===== src/rtl/ivarb_pkg.sv =====
package ivarb_pkg;
  typedef enum logic {CLS_RX = 1'b0, CLS_TX = 1'b1} req_class_e;
  localparam int unsigned SLOT_SHIFT = 3;
  localparam int unsigned TX_SLOT_OFFSET = 4;
  localparam int unsigned NUM_CLASSES = 2;
endpackage


===== src/rtl/ivarb_lowest.sv =====
module ivarb_lowest #(
  parameter int unsigned N  = 16,
  localparam int unsigned IW = (N > 1) ? $clog2(N) : 1
) (
  input  logic [N-1:0]  req,
  output logic          found,
  output logic [IW-1:0] idx
);
  always_comb begin
    found = 1'b0;
    idx   = '0;
    for (int i = N - 1; i >= 0; i--) begin
      if (req[i]) begin
        found = 1'b1;
        idx   = IW'(i);
      end
    end
  end
endmodule


===== src/rtl/ivarb_class.sv =====
module ivarb_class
  import ivarb_pkg::*;
#(
  parameter int unsigned N_LINES  = 16,
  parameter int unsigned VEC_W    = 12,
  parameter int unsigned VEC_BASE = 'h300,
  parameter req_class_e  CLS      = CLS_RX
) (
  input  logic               clk,
  input  logic               rst_n,
  input  logic [N_LINES-1:0] set_i,
  input  logic [N_LINES-1:0] clr_i,
  input  logic [N_LINES-1:0] lrst_i,
  input  logic               ack_i,
  output logic               req_o,
  output logic [VEC_W-1:0]   vec_o,
  output logic               vec_vld_o
);
  localparam int unsigned IW  = (N_LINES > 1) ? $clog2(N_LINES) : 1;
  localparam int unsigned OFF = (CLS == CLS_TX) ? TX_SLOT_OFFSET : 0;

  logic [N_LINES-1:0] pend_q, pend_d, grant;
  logic               found;
  logic [IW-1:0]      win;
  logic [VEC_W-1:0]   win_vec;

  ivarb_lowest #(.N(N_LINES)) u_pick (
    .req   (pend_q),
    .found (found),
    .idx   (win)
  );

  always_comb begin
    grant = '0;
    if (ack_i && found) grant[win] = 1'b1;
  end

  // set has priority over every removal source
  assign pend_d  = (pend_q & ~(clr_i | lrst_i | grant)) | set_i;
  assign win_vec = VEC_W'(VEC_BASE) + (VEC_W'(win) << SLOT_SHIFT) + VEC_W'(OFF);

  always_ff @(posedge clk) begin
    if (!rst_n) begin
      pend_q    <= '0;
      vec_o     <= '0;
      vec_vld_o <= 1'b0;
    end else begin
      pend_q    <= pend_d;
      vec_vld_o <= ack_i;
      if (ack_i) vec_o <= found ? win_vec : '0;
    end
  end

  assign req_o = |pend_q;
endmodule


===== src/rtl/ivec_arbiter.sv =====
module ivec_arbiter
  import ivarb_pkg::*;
#(
  parameter int unsigned N_LINES  = 16,
  parameter int unsigned VEC_W    = 12,
  parameter int unsigned VEC_BASE = 'h300
) (
  input  logic               clk,
  input  logic               rst_n,
  input  logic [N_LINES-1:0] rx_set,
  input  logic [N_LINES-1:0] tx_set,
  input  logic [N_LINES-1:0] rx_clr,
  input  logic [N_LINES-1:0] tx_clr,
  input  logic [N_LINES-1:0] line_rst,
  input  logic               rx_ack,
  input  logic               tx_ack,
  output logic               rx_req,
  output logic               tx_req,
  output logic [VEC_W-1:0]   rx_vec,
  output logic               rx_vec_valid,
  output logic [VEC_W-1:0]   tx_vec,
  output logic               tx_vec_valid
);
  logic [N_LINES-1:0] set_a [NUM_CLASSES];
  logic [N_LINES-1:0] clr_a [NUM_CLASSES];
  logic               ack_a [NUM_CLASSES];
  logic               req_a [NUM_CLASSES];
  logic               vld_a [NUM_CLASSES];
  logic [VEC_W-1:0]   vec_a [NUM_CLASSES];

  assign set_a[0] = rx_set;
  assign set_a[1] = tx_set;
  assign clr_a[0] = rx_clr;
  assign clr_a[1] = tx_clr;
  assign ack_a[0] = rx_ack;
  assign ack_a[1] = tx_ack;

  for (genvar c = 0; c < NUM_CLASSES; c++) begin : g_cls
    ivarb_class #(
      .N_LINES  (N_LINES),
      .VEC_W    (VEC_W),
      .VEC_BASE (VEC_BASE),
      .CLS      ((c == 0) ? CLS_RX : CLS_TX)
    ) u_cls (
      .clk       (clk),
      .rst_n     (rst_n),
      .set_i     (set_a[c]),
      .clr_i     (clr_a[c]),
      .lrst_i    (line_rst),
      .ack_i     (ack_a[c]),
      .req_o     (req_a[c]),
      .vec_o     (vec_a[c]),
      .vec_vld_o (vld_a[c])
    );
  end

  assign rx_req       = req_a[0];
  assign tx_req       = req_a[1];
  assign rx_vec       = vec_a[0];
  assign tx_vec       = vec_a[1];
  assign rx_vec_valid = vld_a[0];
  assign tx_vec_valid = vld_a[1];
endmodule


===== config.mk =====
export PLATFORM = sky130hd
export DESIGN_NAME = ivec_arbiter
export DESIGN_NICKNAME = d
export VERILOG_FILES = /design/src/rtl/ivarb_pkg.sv /design/src/rtl/ivarb_lowest.sv /design/src/rtl/ivarb_class.sv /design/src/rtl/ivec_arbiter.sv
export SDC_FILE = /design/constraint.sdc
export NUM_CORES = 1
export LEC_CHECK = 0
export ABC_AREA = 0
export BUFFER_PORTS_ARGS = -buffer_cell sky130_fd_sc_hd__buf_2
export CORE_UTILIZATION = 50
export DETAILED_ROUTE_END_ITERATION = 8
export HOLD_SLACK_MARGIN = 0.06
export PLACE_DENSITY = 0.87
export SYNTH_ARGS = -nofsm -noshare
export SYNTH_HDL_FRONTEND = slang
export SYNTH_SLANG_ARGS = --single-unit

===== constraint.sdc =====
create_clock -name clk -period 2.6 [get_ports clk]
set_input_delay 0.26 -clock clk [delete_from_list [all_inputs] [get_ports clk]]
set_output_delay 0.26 -clock clk [all_outputs]
set_load 0.02 [all_outputs]

==> qor.txt <==
status: finished clean
TritonCTS Buffers: 5
Root Buffer: clkbuf_8
DR WL/cell: 15.65 um
area taken by multi-input logic gates: 1531 um2
Worst Setup EP: rx_req
Yosys top cell area share: 34.26%
die area: 5433 um2
drt total wl: 7.482 mm
CP max stage delay: 0.52 ns
Layout Cells excl Fill: 478
fin crit share: 80.31%
first-pass GRT wire length: 11.94 mm
Core Footprint: 4848 um2
worst hold slack: 0.1698 ns
CP Cell Sequence: nor4_2 -> and2_1 -> nand3_1 -> buf_2
Rows: 25
most numerous cell in the Yosys netlist: dfxtp_1
Synth Area in Adders: 0%
CP endpoint kind: primary output
Die Wd: 73.71 um
relative max-transition margin: 55.47%
Via density: 5.780
final hold vios: 0
main combinational cell family by area after synthesis: simple AND/OR/NAND/NOR gates
Crit Path Class: register to primary output
Yosys reg bits: 44
part of the power in registers: 48.3%
Setup Fix Bufs, Post-CTS: 0
IO Port Bufs: 100
Post-Synth Simple-Gate Area: 32.41%
fraction of layout cells with a size suffix above 1: 29.68%
DRT iter0 DRCs: 277
P&R area growth vs syn: 22.53%
post-synthesis async set-or-reset flop share: 0%
DP Wirelength: 5.969 mm
final core occ: 64.98%
maxcap violations: 0
Clock Power Share: 28.2%
fin. max-slew vios: 0
final clock skew: 0.005857 ns
WP data arrival: 1.83 ns
Max stage delay cell, worst path: nor4_2
vias in the first global route: 2597
worst-margin pin slew: 0.6618 ns
post_cts resized: 0
RR Endpoint: g_cls[1].u_cls.pend_q[10]
crit path launch: g_cls[0].u_cls.pend_q[0]
Startpoint Class: register
leakage: 1.338 nW
Syn. warnings: 0
Synth area leaders: dfxtp_1, nor3b_1, o21ai_0
register area: 880.8 um2
GP Congestion: 0.9331
DRC: 0
Clock Sinks: 44
R2R cell count: 5
pre-CTS setup slack: 0.6445 ns
worst reg2reg setup slack: 0.58 ns
Syn Area/Cell: 8.163 um2
Cell Count Post-Placement: 470
worst-path fanout max: 11
CTS tree: done
total grt overflow: 0
GR Util All Layers: 28.63%
cts hold-fix bufs: 0
sw frac: 31.70%
First-pass DRT Iterations: 5
worst hold path class: input pin to register
pin count of the biggest net entering global routing: 32
ys flop type: dfxtp_1
Post-synth top cells: dfxtp_1, nor2_1, o21ai_0, nor3b_1, inv_1
Crit Reg-Reg Startpoint: g_cls[1].u_cls.pend_q[3]
worst-skew pair later-pin latency: 0.30 ns
clock tree buffer depth: 2
Fin Setup TNS: 0 ns
mux cell area share after synthesis: 0%
IO Count: 112
Post-Synth XOR/XNOR Area: 0%
number of antenna violations at the first check in global routing: 0
Synth cell types: 54
FMAX: 478.9 MHz
# diodes: 0
Initial Utilization: 53.03%
# setup viols final: 0
fin crit period: 2.088 ns
maximum VDD drop: 0.4296 mV
fin worst setup slack: 0.5120 ns
FILL cells: 444
switching pwr: 0.5065 mW
H-tree depth: 2
# nets final: 494
internal power: 1.091 mW
Cell Pwr Density: 507.2 nW/um2
unrepaired setup endpoints after global routing: false
CP Data Required Time: 2.34 ns
synthesized cell area: 2571 um2
Compound-Gate Fraction of Synth Area: 25.55%
Post-synth EDFFs: 0
Comb pwr share: 23.5%
Die Y: 73.71 um
via count: 2763
CTS clk-pin slew, worst paths: 0.08 ns
Seq/Total Area, Yosys: 34.26%
cell count after synthesis: 315
dominant cell type by area after synthesis: dfxtp_1
Routed Antenna Nets: 0
registers in the layout, indices dropped and copies added, names as in the netlist:
signal,count
g_cls.u_cls.vec_vld_o,2
g_cls.u_cls.vec_o,10
g_cls.u_cls.pend_q,32
metal layers:
metal  global-route usage, %  part of all wire [%]  vias up
li1                        -                     -     1341
met1                   34.26                    42     1268
met2                   49.95                    49      131
met3                   5.075                   6.5       23
met4                   12.39                   2.8        0
met5                       0                     0        -
placed cells by master, fill, tap and decap left out, types with 9 or more instances in the layout:
cell	Yosys	final
a31oi_1	10	10
nand2_1	14	14
nand3_1	9	9
dfxtp_1	44	44
nor3_1	13	13
o21ai_0	27	27
buf_2	1	100
a21oi_1	14	14
nor3b_1	19	19
nor2_1	31	31
inv_1	15	15
conb_1	1	11
critical path: cells and delay by family (launching register included):
kind | cells | cell delay (ns)
flops | 1 | 0.43
buf+inv | 1 | 0.19
simple gates | 3 | 0.92
how the worst min path moves through the flow:
stage | startpoint | end | cells after the start
finish | tx_set[0] | g_cls[1].u_cls.pend_q[0] | 2
CTS | rx_set[13] | g_cls[0].u_cls.pend_q[13] | 3
global route | tx_set[2] | g_cls[1].u_cls.pend_q[2] | 2
detailed placement | g_cls[0].u_cls.vec_o[4] | g_cls[0].u_cls.vec_o[4] | 1
global placement | g_cls[1].u_cls.vec_o[6] | g_cls[1].u_cls.vec_o[6] | 2
floorplan | rx_set[13] | g_cls[0].u_cls.pend_q[13] | 2
metrics by stage:
step           power [mW]  cell area, um2
2_1_floorplan       1.025            2609
3_3_place_gp        1.149            3060
3_5_place_dp        1.156            3060
4_1_cts             1.600            3151
5_1_grt             1.668            3151
6_report            1.598            3151
power by group through the flow:
| stage | logic [mW] | clock network [mW] | registers, mW |
|---|---|---|---|
| 2_1_floorplan | 0.241 | 0 | 0.784 |
| 3_3_place_gp | 0.366 | 0 | 0.783 |
| 3_5_place_dp | 0.371 | 0 | 0.785 |
| 4_1_cts | 0.372 | 0.458 | 0.770 |
| 5_1_grt | 0.412 | 0.478 | 0.777 |
| 6_report | 0.375 | 0.451 | 0.772 |
layout make-up:
type                            instances  share of cell area [%]
Sequential cell                        44                   27.96
Tap cell                               67                   2.661
Timing Repair Buffer                  101                   16.12
Multi-Input combinational cell        243                   48.61
Inverter                               15                   1.787
Clock buffer                            8                   2.859
cells by family (layout without fill, tap and decap cells):
kind of cell | Yosys count | after routing
and+or+nand+nor | 138 | 138
AOI/OAI and AO/OA | 94 | 94
DFF | 44 | 44
buffers and inverters | 38 | 124
other | 1 | 11
(Power assumes the default switching activity.)
